`src/rtl/init_seq_pkg.sv`:
```
package init_seq_pkg;

    localparam int ID_W   = 5;
    localparam int ADDR_W = 12;
    localparam int DATA_W = 16;

    typedef enum logic [1:0] {
        TK_SRST  = 2'd0,
        TK_WRITE = 2'd1,
        TK_SETR  = 2'd2,
        TK_CLRR  = 2'd3
    } txn_kind_e;

    typedef enum logic [4:0] {
        ST_IDLE, ST_SRST, ST_GUARD, ST_PERIOD, ST_SERID, ST_MEMID,
        ST_PDX, ST_PDXA, ST_NAPX, ST_RDLAT, ST_COLDLY, ST_ACTCOL,
        ST_TSTA_SET, ST_TSTB_SET, ST_SETR, ST_CLRR, ST_TSTB_CLR,
        ST_TSTA_CLR, ST_DONE, ST_ERR
    } step_e;

    localparam logic [ADDR_W-1:0] ADR_GUARD  = 12'h0A1;
    localparam logic [ADDR_W-1:0] ADR_PERIOD = 12'h0A2;
    localparam logic [ADDR_W-1:0] ADR_SERID  = 12'h0A3;
    localparam logic [ADDR_W-1:0] ADR_MEMID  = 12'h0A4;
    localparam logic [ADDR_W-1:0] ADR_PDX    = 12'h0B0;
    localparam logic [ADDR_W-1:0] ADR_PDXA   = 12'h0B1;
    localparam logic [ADDR_W-1:0] ADR_NAPX   = 12'h0B2;
    localparam logic [ADDR_W-1:0] ADR_RDLAT  = 12'h0B3;
    localparam logic [ADDR_W-1:0] ADR_COLDLY = 12'h0B4;
    localparam logic [ADDR_W-1:0] ADR_ACTCOL = 12'h0B5;
    localparam logic [ADDR_W-1:0] ADR_TSTA   = 12'h0C0;
    localparam logic [ADDR_W-1:0] ADR_TSTB   = 12'h0C1;

    localparam logic [DATA_W-1:0] RD_LAT_MIN  = 16'h0002;
    localparam logic [DATA_W-1:0] COL_DLY_MIN = 16'h0001;
    localparam logic [DATA_W-1:0] TSTA_ARM    = 16'h0004;
    localparam logic [DATA_W-1:0] TSTB_ARM    = 16'h0040;

    typedef struct packed {
        txn_kind_e          kind;
        logic               bcast;
        logic [ID_W-1:0]    dev;
        logic [ADDR_W-1:0]  addr;
        logic [DATA_W-1:0]  data;
    } txn_t;

    typedef struct packed {
        logic [ID_W-1:0]    last_dev;
        logic [DATA_W-1:0]  period;
        logic [DATA_W-1:0]  pdx;
        logic [DATA_W-1:0]  pdxa;
        logic [DATA_W-1:0]  napx;
        logic [DATA_W-1:0]  actcol;
    } cfg_t;

    // Index of the last device after clamping the count into 1..max_dev
    function automatic logic [ID_W-1:0] last_index(input int unsigned count,
                                                   input int unsigned max_dev);
        if (count == 0)
            return '0;
        if (count >= max_dev)
            return ID_W'(max_dev - 1);
        return ID_W'(count - 1);
    endfunction

    function automatic logic step_active(input step_e s);
        return !(s inside {ST_IDLE, ST_DONE, ST_ERR});
    endfunction

endpackage

```
`src/rtl/seq_cfg_latch.sv`:
```
module seq_cfg_latch
    import init_seq_pkg::*;
#(
    parameter int MAX_DEV = 32,
    parameter int CNT_W   = $clog2(MAX_DEV + 1)
) (
    input  logic                      clk,
    input  logic                      rst,
    input  logic                      load,
    input  logic [CNT_W-1:0]          count_i,
    input  logic [DATA_W-1:0]         period_i,
    input  logic [DATA_W-1:0]         pdx_i,
    input  logic [DATA_W-1:0]         pdxa_i,
    input  logic [DATA_W-1:0]         napx_i,
    input  logic [DATA_W-1:0]         actcol_i,
    input  logic [MAX_DEV*ID_W-1:0]   ids_i,
    output cfg_t                      cfg_o,
    output logic [MAX_DEV*ID_W-1:0]   ids_o
);

    always_ff @(posedge clk) begin
        if (rst) begin
            cfg_o <= '0;
            ids_o <= '0;
        end else if (load) begin
            cfg_o.last_dev <= last_index(int'(count_i), MAX_DEV);
            cfg_o.period   <= period_i;
            cfg_o.pdx      <= pdx_i;
            cfg_o.pdxa     <= pdxa_i;
            cfg_o.napx     <= napx_i;
            cfg_o.actcol   <= actcol_i;
            ids_o          <= ids_i;
        end
    end

endmodule

```
`src/rtl/seq_script.sv`:
```
module seq_script
    import init_seq_pkg::*;
#(
    parameter int MAX_DEV = 32,
    localparam int IDX_W  = $clog2(MAX_DEV)
) (
    input  step_e                     step_i,
    input  logic [ID_W-1:0]           dev_i,
    input  cfg_t                      cfg_i,
    input  logic [MAX_DEV*ID_W-1:0]   ids_i,
    output txn_t                      txn_o
);

    logic [ID_W-1:0] id_tbl [MAX_DEV];

    for (genvar g = 0; g < MAX_DEV; g++) begin : g_ids
        assign id_tbl[g] = ids_i[g*ID_W +: ID_W];
    end

    always_comb begin
        txn_o       = '0;
        txn_o.kind  = TK_WRITE;
        txn_o.bcast = 1'b1;
        unique case (step_i)
            ST_SRST:     txn_o.kind = TK_SRST;
            ST_GUARD:    txn_o.addr = ADR_GUARD;
            ST_PERIOD: begin
                txn_o.addr = ADR_PERIOD;
                txn_o.data = cfg_i.period;
            end
            ST_SERID: begin
                txn_o.bcast = 1'b0;
                txn_o.dev   = dev_i;
                txn_o.addr  = ADR_SERID;
                txn_o.data  = DATA_W'(dev_i);
            end
            ST_MEMID: begin
                txn_o.bcast = 1'b0;
                txn_o.dev   = dev_i;
                txn_o.addr  = ADR_MEMID;
                txn_o.data  = DATA_W'(id_tbl[dev_i[IDX_W-1:0]]);
            end
            ST_PDX: begin
                txn_o.addr = ADR_PDX;
                txn_o.data = cfg_i.pdx;
            end
            ST_PDXA: begin
                txn_o.addr = ADR_PDXA;
                txn_o.data = cfg_i.pdxa;
            end
            ST_NAPX: begin
                txn_o.addr = ADR_NAPX;
                txn_o.data = cfg_i.napx;
            end
            ST_RDLAT: begin
                txn_o.addr = ADR_RDLAT;
                txn_o.data = RD_LAT_MIN;
            end
            ST_COLDLY: begin
                txn_o.addr = ADR_COLDLY;
                txn_o.data = COL_DLY_MIN;
            end
            ST_ACTCOL: begin
                txn_o.addr = ADR_ACTCOL;
                txn_o.data = cfg_i.actcol;
            end
            ST_TSTA_SET: begin
                txn_o.addr = ADR_TSTA;
                txn_o.data = TSTA_ARM;
            end
            ST_TSTB_SET: begin
                txn_o.addr = ADR_TSTB;
                txn_o.data = TSTB_ARM;
            end
            ST_SETR: begin
                txn_o.kind  = TK_SETR;
                txn_o.bcast = 1'b0;
                txn_o.dev   = dev_i;
            end
            ST_CLRR: begin
                txn_o.kind  = TK_CLRR;
                txn_o.bcast = 1'b0;
                txn_o.dev   = dev_i;
            end
            ST_TSTB_CLR: txn_o.addr = ADR_TSTB;
            ST_TSTA_CLR: txn_o.addr = ADR_TSTA;
            default:     txn_o = '0;
        endcase
    end

endmodule

```
`src/rtl/seq_ack_timer.sv`:
```
module seq_ack_timer #(
    parameter int LIMIT = 16,
    localparam int CW   = $clog2(LIMIT + 1)
) (
    input  logic clk,
    input  logic rst,
    input  logic waiting_i,
    output logic expired_o
);

    logic [CW-1:0] cnt_q;

    always_ff @(posedge clk) begin
        if (rst || !waiting_i)
            cnt_q <= '0;
        else
            cnt_q <= cnt_q + 1'b1;
    end

    assign expired_o = waiting_i && (cnt_q == CW'(LIMIT - 1));

endmodule

```
`src/rtl/init_seq_top.sv`:
```
module init_seq_top
    import init_seq_pkg::*;
#(
    parameter int MAX_DEV   = 32,
    parameter int ACK_LIMIT = 16,
    localparam int CNT_W    = $clog2(MAX_DEV + 1)
) (
    input  logic                      clk,
    input  logic                      rst,
    input  logic                      start_i,
    input  logic [CNT_W-1:0]          cfg_dev_count_i,
    input  logic [DATA_W-1:0]         cfg_period_i,
    input  logic [DATA_W-1:0]         cfg_pd_exit_i,
    input  logic [DATA_W-1:0]         cfg_pd_exit_a_i,
    input  logic [DATA_W-1:0]         cfg_nap_exit_i,
    input  logic [DATA_W-1:0]         cfg_act_col_i,
    input  logic [MAX_DEV*ID_W-1:0]   cfg_mem_ids_i,
    input  logic                      ack_i,
    output logic                      req_valid_o,
    output logic [1:0]                req_kind_o,
    output logic                      req_bcast_o,
    output logic [ID_W-1:0]           req_dev_o,
    output logic [ADDR_W-1:0]         req_addr_o,
    output logic [DATA_W-1:0]         req_data_o,
    output logic                      done_o,
    output logic                      err_o
);

    step_e                   step_q, step_d;
    logic [ID_W-1:0]         dev_q, dev_d;
    cfg_t                    cfg;
    logic [MAX_DEV*ID_W-1:0] ids;
    txn_t                    txn;
    logic                    expired;
    logic                    load;

    assign load = (step_q == ST_IDLE) && start_i;

    seq_cfg_latch #(.MAX_DEV(MAX_DEV), .CNT_W(CNT_W)) u_cfg (
        .clk      (clk),
        .rst      (rst),
        .load     (load),
        .count_i  (cfg_dev_count_i),
        .period_i (cfg_period_i),
        .pdx_i    (cfg_pd_exit_i),
        .pdxa_i   (cfg_pd_exit_a_i),
        .napx_i   (cfg_nap_exit_i),
        .actcol_i (cfg_act_col_i),
        .ids_i    (cfg_mem_ids_i),
        .cfg_o    (cfg),
        .ids_o    (ids)
    );

    seq_script #(.MAX_DEV(MAX_DEV)) u_script (
        .step_i (step_q),
        .dev_i  (dev_q),
        .cfg_i  (cfg),
        .ids_i  (ids),
        .txn_o  (txn)
    );

    seq_ack_timer #(.LIMIT(ACK_LIMIT)) u_timer (
        .clk       (clk),
        .rst       (rst),
        .waiting_i (req_valid_o && !ack_i),
        .expired_o (expired)
    );

    // Successor of the current step once its acknowledge arrives
    always_comb begin
        step_d = step_q;
        dev_d  = dev_q;
        unique case (step_q)
            ST_SRST:     step_d = ST_GUARD;
            ST_GUARD:    step_d = ST_PERIOD;
            ST_PERIOD: begin
                step_d = ST_SERID;
                dev_d  = '0;
            end
            ST_SERID:    step_d = ST_MEMID;
            ST_MEMID: begin
                if (dev_q == cfg.last_dev) begin
                    step_d = ST_PDX;
                    dev_d  = '0;
                end else begin
                    step_d = ST_SERID;
                    dev_d  = dev_q + 1'b1;
                end
            end
            ST_PDX:      step_d = ST_PDXA;
            ST_PDXA:     step_d = ST_NAPX;
            ST_NAPX:     step_d = ST_RDLAT;
            ST_RDLAT:    step_d = ST_COLDLY;
            ST_COLDLY:   step_d = ST_ACTCOL;
            ST_ACTCOL:   step_d = ST_TSTA_SET;
            ST_TSTA_SET: step_d = ST_TSTB_SET;
            ST_TSTB_SET: begin
                step_d = ST_SETR;
                dev_d  = '0;
            end
            ST_SETR:     step_d = ST_CLRR;
            ST_CLRR: begin
                if (dev_q == cfg.last_dev) begin
                    step_d = ST_TSTB_CLR;
                    dev_d  = '0;
                end else begin
                    step_d = ST_SETR;
                    dev_d  = dev_q + 1'b1;
                end
            end
            ST_TSTB_CLR: step_d = ST_TSTA_CLR;
            ST_TSTA_CLR: step_d = ST_DONE;
            default:     step_d = step_q;
        endcase
    end

    always_ff @(posedge clk) begin
        if (rst) begin
            step_q <= ST_IDLE;
            dev_q  <= '0;
        end else if (step_q == ST_IDLE) begin
            if (start_i) begin
                step_q <= ST_SRST;
                dev_q  <= '0;
            end
        end else if (step_active(step_q)) begin
            if (expired) begin
                step_q <= ST_ERR;
            end else if (ack_i) begin
                step_q <= step_d;
                dev_q  <= dev_d;
            end
        end
    end

    assign req_valid_o = step_active(step_q);
    assign req_kind_o  = txn.kind;
    assign req_bcast_o = txn.bcast;
    assign req_dev_o   = txn.dev;
    assign req_addr_o  = txn.addr;
    assign req_data_o  = txn.data;
    assign done_o      = (step_q == ST_DONE);
    assign err_o       = (step_q == ST_ERR);

endmodule

```
`config.mk`:
```
export PLATFORM = sky130hd
export DESIGN_NAME = init_seq_top
export DESIGN_NICKNAME = d
export VERILOG_FILES = /design/src/rtl/init_seq_pkg.sv /design/src/rtl/seq_cfg_latch.sv /design/src/rtl/seq_script.sv /design/src/rtl/seq_ack_timer.sv /design/src/rtl/init_seq_top.sv
export SDC_FILE = /design/constraint.sdc
export NUM_CORES = 1
export LEC_CHECK = 0
export ABC_AREA = 1
export CAP_MARGIN = 20
export CORE_ASPECT_RATIO = 0.75
export CORE_UTILIZATION = 30
export DETAILED_ROUTE_END_ITERATION = 6
export PLACE_DENSITY = 0.62
export SYNTH_ARGS = -nofsm -noshare
export SYNTH_HDL_FRONTEND = slang
export SYNTH_HIERARCHICAL = 1
export SYNTH_SLANG_ARGS = --single-unit
export TNS_END_PERCENT = 10
```
`constraint.sdc`:
```
create_clock -name clk -period 3.48 [get_ports clk]
set_input_delay 0.348 -clock clk [delete_from_list [all_inputs] [get_ports clk]]
set_output_delay 0.348 -clock clk [all_outputs]
set_load 0.01 [all_outputs]
```
## Word-level counts from Yosys, hierarchy flattened

Index checks and enable logic that the tools add are counted.

| word-level totals | value |
|---|---|
| output and inout bits | 39 |
| bits of input ports | 250 |
| bits in registers | 260 |

| operators by class | value |
|---|---|
| add/sub/neg operators | 3 |
| reductions and logical operators | 23 |
| bitwise gates (word level) | 1 |
| multiplexer cells | 33 |
| magnitude comparators | 2 |
| equal/unequal tests | 24 |

Operators by type and width:

| cell | count |
|---|---|
| one-hot mux 16 bit (11 select lines) | 1 |
| one-hot mux 8 bit (12 select lines) | 1 |
| two-way mux 5 bit | 18 |
| one-hot mux 5 bit (17 select lines) | 1 |
| equality test 5 x 4 -> 1 bit (second input constant) | 9 |
| binary-select mux 5 bit (select 5 bit) | 1 |
| equality test 5 x 3 -> 1 bit (second input constant) | 4 |
| equality test 5 bit (second input constant) | 4 |
| nonzero test 19 bit | 1 |
| OR reduction 14 bit | 1 |
| OR reduction 13 bit | 1 |
| >= comparator 6 bit (second input constant) | 2 |
| one-hot mux 6 bit (2 select lines) | 1 |
| adder 5 x 1 -> 5 bit (second input constant) | 2 |
| equality test 5 x 2 -> 1 bit (second input constant) | 2 |
| one-hot mux 5 bit (2 select lines) | 1 |
| nonzero test 3 bit | 3 |
| OR reduction 2 bit | 4 |
| two-way mux 1 bit | 7 |
| zero test 6 bit | 1 |
| inverter 5 -> 6 bit | 1 |
| one-hot mux 2 bit (3 select lines) | 1 |
| equality test 5 x 1 -> 1 bit (second input constant) | 1 |
| equality test 5 bit | 1 |
| 12 further kinds | 17 |

## Longest topological paths before layout

Gate-level depths: netlist of run 1.

| depth | value |
|---|---|
| depth in word-level cells | 9 |
| gate-level depth with buffers | 15 |
| mapped depth without buffers | 14 |

## By module

The synthesis of run 1 kept the hierarchy.

By module, submodules not included:

| module | cells each | area an instance (µm²) | instances |
|---|---|---|---|
| seq_cfg_latch | 1087 | 8543.2 | 1 |
| seq_script | 570 | 2707.6 | 1 |
| init_seq_top | 172 | 999.7 | 1 |
| seq_ack_timer | 28 | 207.7 | 1 |

## Worst setup path before layout of run 1

OpenSTA, ideal clock, no wires.

| timing path | value |
|---|---|
| path type | reg-to-reg |
| from | reg step_q[4] |
| to | reg step_q[4] |
| path buffers | 1 |
| clock period less this slack | 1992 ps |
| arrival | 1922 ps |
| path slack | 1488 ps |
| data required time | 3410 ps |
| stages on the path, launching flop included | 16 |
| cell sequence | dfxtp_1 > buf_2 > inv_1 > nand3_4 > nand2_1 > nor2_1 > nand2_1 > inv_1 > inv_1 > nand3_1 > nor2_1 > nand3_2 > nand2_4 > nor2_2 > nand2_1 > a21oi_1 |

| on the way | value |
|---|---|
| cells in the longest elaborated chain, start to end | 8 |

Ends and longest elaborated chain:

| item | line | source |
|---|---|---|
| start, declared | init_seq_top.sv:29 | `step_e step_q, step_d;` |
| start signal, assigned | init_seq_top.sv:130 | `step_q <= step_d;` |
| equality test 5 bit or zero test 5 bit (tied branches) | init_seq_pkg.sv:67 | `return !(s inside {ST_IDLE, ST_DONE, ST_ERR});` |
| nonzero test 3 bit * | init_seq_pkg.sv:67 |  |
| zero test 1 bit * | init_seq_pkg.sv:67 |  |
| logical AND 1 bit * | init_seq_top.sv:65 | `.waiting_i (req_valid_o && !ack_i),` |
| logical AND 1 bit * | seq_ack_timer.sv:20 | `assign expired_o = waiting_i && (cnt_q == CW'(LIMIT - 1));` |
| via expired | init_seq_top.sv:34 | `logic expired;` |
| parallel branches: the longest is 3 deep, another holds nonzero test 19 bit | n/a |  |

Mark *: on every way through the listed nets, which the timed path passes. The select of a mux whose other input is x is not followed.
A chain may end at the register's enable or synchronous reset.

## Worst setup path in the final report of run 1

| timing path | value |
|---|---|
| from | reg dev_q[1] |
| to | out req_data_o[1] |

| on the way | value |
|---|---|
| cells in the longest elaborated chain, start to end | 5 |

Ends and longest elaborated chain:

| item | line | source |
|---|---|---|
| start, declared | init_seq_top.sv:30 | `logic [ID_W-1:0] dev_q, dev_d;` |
| start signal, assigned | init_seq_top.sv:131 | `dev_q <= dev_d;` |
| inverter 5 -> 6 bit (not written as such) | seq_script.sv:41 | `txn_o.data = DATA_W'(id_tbl[dev_i[IDX_W-1:0]]);` |
| binary-select mux 5 bit (select 5 bit) | seq_script.sv:41 |  |
| two-way mux 5 bit (not written as such) (2 in series) | seq_script.sv:41 |  |
| one-hot mux 16 bit (11 select lines) * | seq_script.sv:24 | `unique case (step_i)` |
| end, declared | init_seq_top.sv:24 | `output logic [DATA_W-1:0] req_data_o,` |

Every way passes the cells marked *; elsewhere a longest branch is shown, timed or not. The select of a mux whose other input is x is not followed.

==> out/metrics.cfg, run 1 <==
[setup_path]
cp_top_family=buffers and inverters
path_cells=inv_2 > buf_4 > nand3_1 > nand3_1 > nand2_1 > nand2_1 > nand3_1 > nand3_1 > nand2_1 > clkdlybuf4s50_1
cp.buffers_inverters=3
end_kind=output pin
worst-path-stages=10
cp_max_fo=34
crit_slowest_cell=inv_2
cp_data_arrival_time_ns=2.96
cpMostUsedCell=nand3_1
critPathKind=reg -> out
reg2reg_depth=14
startpoint_type=register
critPathRequiredTime_ns=3.13
max_stage_delay_ns=0.61

[clock_network]
cts_buffer_depth=3
cts_buffers=29
htreeDepth=1
cts-root-buf=clkbuf_16
cts_tree=done
clock_sinks=260
clk_pin_slew_worst_paths_ns=0.06
worstSkewPairLatency_ns=0.55
hold_buffers=0

[sta]
rsz0062_at_grt=false
worstMarginPinSlew_ns=0.8445
max_slew_margin_pct=43.62
finalHoldWorstSlack_ns=0.3533
fin_crit_ns=3.308
fmax_mhz=302.3
finalWorstSetupSlack_ns=0.1718
hold_violations=0
period_share_pct=95.06
fin_setup_tns_ns=0
fin_skew_ns=0.01734
slew_viol_final=0
setup_viol=0

[hold_path]
hold_class=in -> reg
hold_depth=3

[final_layout]
area_delta_synth_final_pct=32.31
finalNetCount=2326
drive_gt1_share_pct=6.695
layout_common_cells=837 x nand2_1, 282 x clkdlybuf4s50_1, 260 x a21oi_1, 255 x dfxtp_1, 166 x nand3_1
fillers=4300
stdcell_count=2620
final_area_mm2=0.01648
layout_commonest_cell=nand2_1

[power]
vdd_ir_drop_max_uv=435.9
clkPwrFrac_pct=27.3
sequentialPowerShare_pct=37.3
leakage_nw=6.363
p_sw_mw=4.065
powerDensity_mw_per_mm2=654.5
p_comb_share_pct=35.4
p_int_mw=6.723
swShare_pct=37.68

[grt]
busiest_layer=met2
use_met2_pct=30.62
overflow=0
grt_use_met3_pct=2.755
grt_pass1_vias=11830
use_met1_pct=28.27
grt_usage_pct=19.51
grt_pass1_wl_um=65620
grt_antenna_before_repair=1
grt_start_max_net_pins=111

[detailed_routing]
post_drt_wl_per_cell_um=16.27
ant_nets=0
totalWireLength_um=42640
via_per_inst=4.814
drc=0
drt_iter0_markers=1015
vias=12610
dr.pass1.iters=5

[placement]
place_hpwl_um=30270
portBuffers=283
dpl_cell_area_mm2=0.01556
gp_congestion=0.8461
dp.cells=2568
pre_cts_ws_ns=0.6240

[yosys]
syn_area_per_cell_um2=6.709
synth_cell_types=40
synth_cells=1857
syn_area_mm2=0.01246
synth_edf_count=0
ys_seq_area_share_pct=41.78
ys_warn_count=6
async_reset_ff_share_pct=0
ys_ff_latch=260
yosys_most_used_dff=dfxtp_1

[run_status]
status=complete, no violations

[die]
initial_core_util_pct=30.51
die_y_um=178.5
row_count=64
die_x_um=237.3
die_area_mm2=0.04235
core_area_mm2=0.04084
ioPinCount=289

[job]
maxCapViolCount=0

==> worst paths after layout <==
kind	slack, ns	endpoint	startpoint
setup / recovery	0.17	req_data_o[1]	dev_q[1]
hold / removal	0.35	u_cfg/cfg_o[63]	cfg_pd_exit_i[15]
setup reg to reg	1.11	step_q[4]	step_q[3]
hold reg to reg	0.45	u_timer/cnt_q[0]	u_timer/cnt_q[0]
==> final cells by class <==
type | count | area (um2) | area share (%)
multi-input combinational | 1419 | 6369 | 38.64
sequential | 260 | 5214 | 31.63
timing repair buffer | 304 | 3107 | 18.85
clock buffer | 44 | 832.0 | 5.048
tap | 528 | 660.6 | 4.008
inverter | 57 | 226.5 | 1.374
clock inverter | 7 | 72.57 | 0.4403
antenna | 1 | 2.502 | 0.01518
==> cell families (layout without fill, tap and decap cells) <==
kind of cell             Yosys count  count (layout)  synth area share, %
buffers and inverters            182             412                7.342
adder cells (fa/ha/maj)            5               5               0.5022
AO/OA/AOI/OAI                    294             294                12.40
flip-flops                       260             260                41.78
other                              1               6              0.03010
XOR/XNOR                           2               2               0.1406
AND/OR/NAND/NOR                 1113            1113                37.80
==> metrics by stage <==
stage | power, mW | util [%]
after CTS | 10.88 | 40.32
after global placement | 7.861 | 38.11
after floorplan | 6.551 | -
after global routing | 11.50 | 40.36
after detailed placement | 7.901 | 38.11
final | 10.79 | 40.36
==> state kept, by name (all words and copies together), names as in the netlist <==
register       cells
u_timer/cnt_q      5
dev_q              5
u_cfg/ids_o      160
u_cfg/cfg_o       85
step_q             5
==> synthesized netlist by cell type, drive strengths merged (5+ instances only) <==
library cell	count	area, um2
nor2	65	362.8
inv	56	212.7
ha	5	62.56
o211ai	6	50.05
dfxtp	260	5205
a21oi	270	1389
o21ai	13	65.06
nand2	849	3232
nand3	177	963.4
nor3	12	82.58
buf	88	559.3
clkbuf	37	138.9
nand4	7	50.05
==> repair_timing <==
action	CTS	global route
resized for setup	0	5
setup buffers	0	0
endpoints found under the setup margin	0	13
==> layer usage <==
metal / share of wire (%) / routed length [um] / vias to the layer above
met5: 0 / 0 / -
met4: 1.5 / 622 / 0
met3: 4.7 / 2017 / 47
met2: 45 / 19250 / 329
met1: 49 / 20750 / 5843
li1: - / - / 6393
==> tightest hold or removal path: cells and delay by family <==
kind,cells,cell delay [ns]
AO/OA/AOI/OAI,1,0.05
buffers and inverters,1,0.39
AND/OR/NAND/NOR,1,0.06
==> power groups by stage <==
stage,logic [mW],registers (mW),clock network (mW)
final,3.82,4.02,2.95
after global routing,4.25,4.10,3.15
after floorplan,2.60,3.95,0
after CTS,3.84,4.02,3.02
after global placement,3.80,4.06,0
after detailed placement,3.83,4.07,0
Power figures use the tool's default switching activity.
==> inputs of run 2 (changes only) <==
--- a/config.mk
+++ b/config.mk
@@ -11,6 +11,7 @@
 export CORE_UTILIZATION = 30
 export DETAILED_ROUTE_END_ITERATION = 6
 export PLACE_DENSITY = 0.62
+export SLEW_MARGIN = 20
 export SYNTH_ARGS = -nofsm -noshare
 export SYNTH_HDL_FRONTEND = slang
 export SYNTH_HIERARCHICAL = 1
==> results of run 2 <==
Same layout as run 1: the final DEF is identical, and so are final timing and power.
==> inputs of run 3 (changes only) <==
--- a/config.mk
+++ b/config.mk
@@ -6,7 +6,7 @@
 export NUM_CORES = 1
 export LEC_CHECK = 0
 export ABC_AREA = 1
-export CAP_MARGIN = 20
+export CAP_MARGIN = 40
 export CORE_ASPECT_RATIO = 0.75
 export CORE_UTILIZATION = 30
 export DETAILED_ROUTE_END_ITERATION = 6
==> out/metrics.cfg, run 3 (synthesis results as in run 1) <==
[job]
maxCapViolCount=0

[die]
die_y_um=178.5
core_area_mm2=0.04084
die_area_mm2=0.04235
initial_core_util_pct=30.51
die_x_um=237.3
ioPinCount=289
row_count=64

[grt]
grt_pass1_wl_um=65620
grt_start_max_net_pins=111
overflow=0
grt_usage_pct=19.51
grt_antenna_before_repair=1
grt_pass1_vias=11830

[clock_network]
post-cts-setup-buffer-count=0
cts_tree=done
htreeDepth=1
cts_buffer_depth=3
clock_sinks=260
cts_buffers=29
worstSkewPairLatency_ns=0.55
cts-root-buf=clkbuf_16
clk_pin_slew_worst_paths_ns=0.06

[sta]
fin_crit_ns=3.316
max_slew_margin_pct=48.75
fmax_mhz=301.6
rsz0062_at_grt=false
fin_setup_tns_ns=0
worstMarginPinSlew_ns=0.7687
setup_viol=0
fin_skew_ns=0.01731
period_share_pct=95.28
hold_violations=0
slew_viol_final=0

[setup_path]
critPathRequiredTime_ns=3.13
cp.buffers_inverters=2
cp_max_fo=11
end_kind=output pin
cp_top_family=buffers and inverters
critPathKind=reg -> out
path_cells=nand2_2 > nor3_4 > buf_4 > a21oi_2 > nand3_2 > clkdlybuf4s50_1
crit_slowest_cell=dfxtp_1
startpoint_type=register
max_stage_delay_ns=0.61
cp_data_arrival_time_ns=2.97

[detailed_routing]
dr.pass1.iters=5
ant_nets=0
drt_iter0_markers=995
post_drt_wl_per_cell_um=16.29
totalWireLength_um=42700
drc=0
via_per_inst=4.795
vias=12570

[hold_path]
hold_class=in -> reg

[power]
sequentialPowerShare_pct=37.3
p_sw_mw=4.065
clkPwrFrac_pct=27.3
p_comb_share_pct=35.5
vdd_ir_drop_max_uv=432.3
leakage_nw=6.377
powerDensity_mw_per_mm2=654.3
p_int_mw=6.738
swShare_pct=37.63

[placement]
place_hpwl_um=30270
portBuffers=283
gp_congestion=0.8461

[final_layout]
area_delta_synth_final_pct=32.53
largest_reg_flops=160
layout_commonest_cell=nand2_1
reg_top3=u_cfg/ids_o x160, u_cfg/cfg_o x85
layout_common_cells=837 x nand2_1, 282 x clkdlybuf4s50_1, 260 x a21oi_1, 255 x dfxtp_1, 166 x nand3_1
finalNetCount=2327
largest-register=u_cfg/ids_o
post-route-util_pct=40.43
drive_gt1_share_pct=6.740

[run_status]
status=complete, no violations

-- run 3: changes by cell type in the layout (fill, tap and decap cells not counted), sizes merged --
cell	before	now
buf	21	22
-- run 3: path summary, 6_finish.rpt --
path	depth (start not counted)	slack (ns)	endpoint	from
worst min-delay path	3	0.35	u_cfg/cfg_o[36]	cfg_pd_exit_a_i[4]
worst min register to register	1	0.45	u_timer/cnt_q[0]	u_timer/cnt_q[0]
worst max register to register	14	1.11	step_q[1]	step_q[4]
worst max-delay path	6	0.16	req_data_o[12]	step_q[3]
-- run 3: layout make-up --
| class | instances | area (um2) |
|---|---|---|
| fill | 4298 | 24330 |
| inverter | 57 | 226.5 |
| multi-input combinational | 1419 | 6369 |
| antenna | 1 | 2.502 |
| tap | 528 | 660.6 |
| timing repair buffer | 305 | 3134 |
| clock inverter | 7 | 72.57 |
| clock buffer | 44 | 832.0 |
| sequential | 260 | 5214 |
-- run 3: routing by layer --
metal  wire (um)  GRT usage, %  up-vias
li1            -             -     6395
met1       20750         28.27     5806
met2       19160         30.62      322
met3        2169         2.755       45
met4         620         4.005        0
met5           0             0        -
-- run 3: tightest hold or removal path, cell delays in order --
cell and delay [ns]:
clkdlybuf4s50_1 0.39, nand2_1 0.06, a21oi_1 0.05
-- run 3: power groups by stage --
stage,combinational [mW],clock (mW),sequential (mW)
5_1_grt,4.27,3.15,4.10
3_5_place_dp,3.83,0,4.07
4_1_cts,3.84,3.02,4.02
2_1_floorplan,2.60,0,3.95
6_report,3.83,2.94,4.02
3_3_place_gp,3.80,0,4.06
-- run 3: per-stage QoR --
| step | hold slack, ns | setup slack [ns] | area, um2 | power, mW | cells |
|---|---|---|---|---|---|
| finish | 0.3539 | 0.1643 | 16510 | 10.80 | 2621 |
| global route | 0.3482 | 0.006152 | 16510 | 11.52 | 2621 |
| CTS | 0.3270 | 0.02163 | 16470 | 10.88 | 2619 |
| detailed placement | 0.4456 | 0.6240 | 15560 | 7.901 | 2568 |
| global placement | 0.4303 | 0.6585 | 15560 | 7.861 | 2568 |
| floorplan | 0.4171 | 1.488 | 12470 | 6.551 | 1861 |
-- run 3: repair_timing --
item | in CTS | in global routing
setup endpoints to repair | 0 | 13
gates resized for setup | 0 | 5
hold buffers | 0 | 0
hold endpoints to repair | 0 | 0
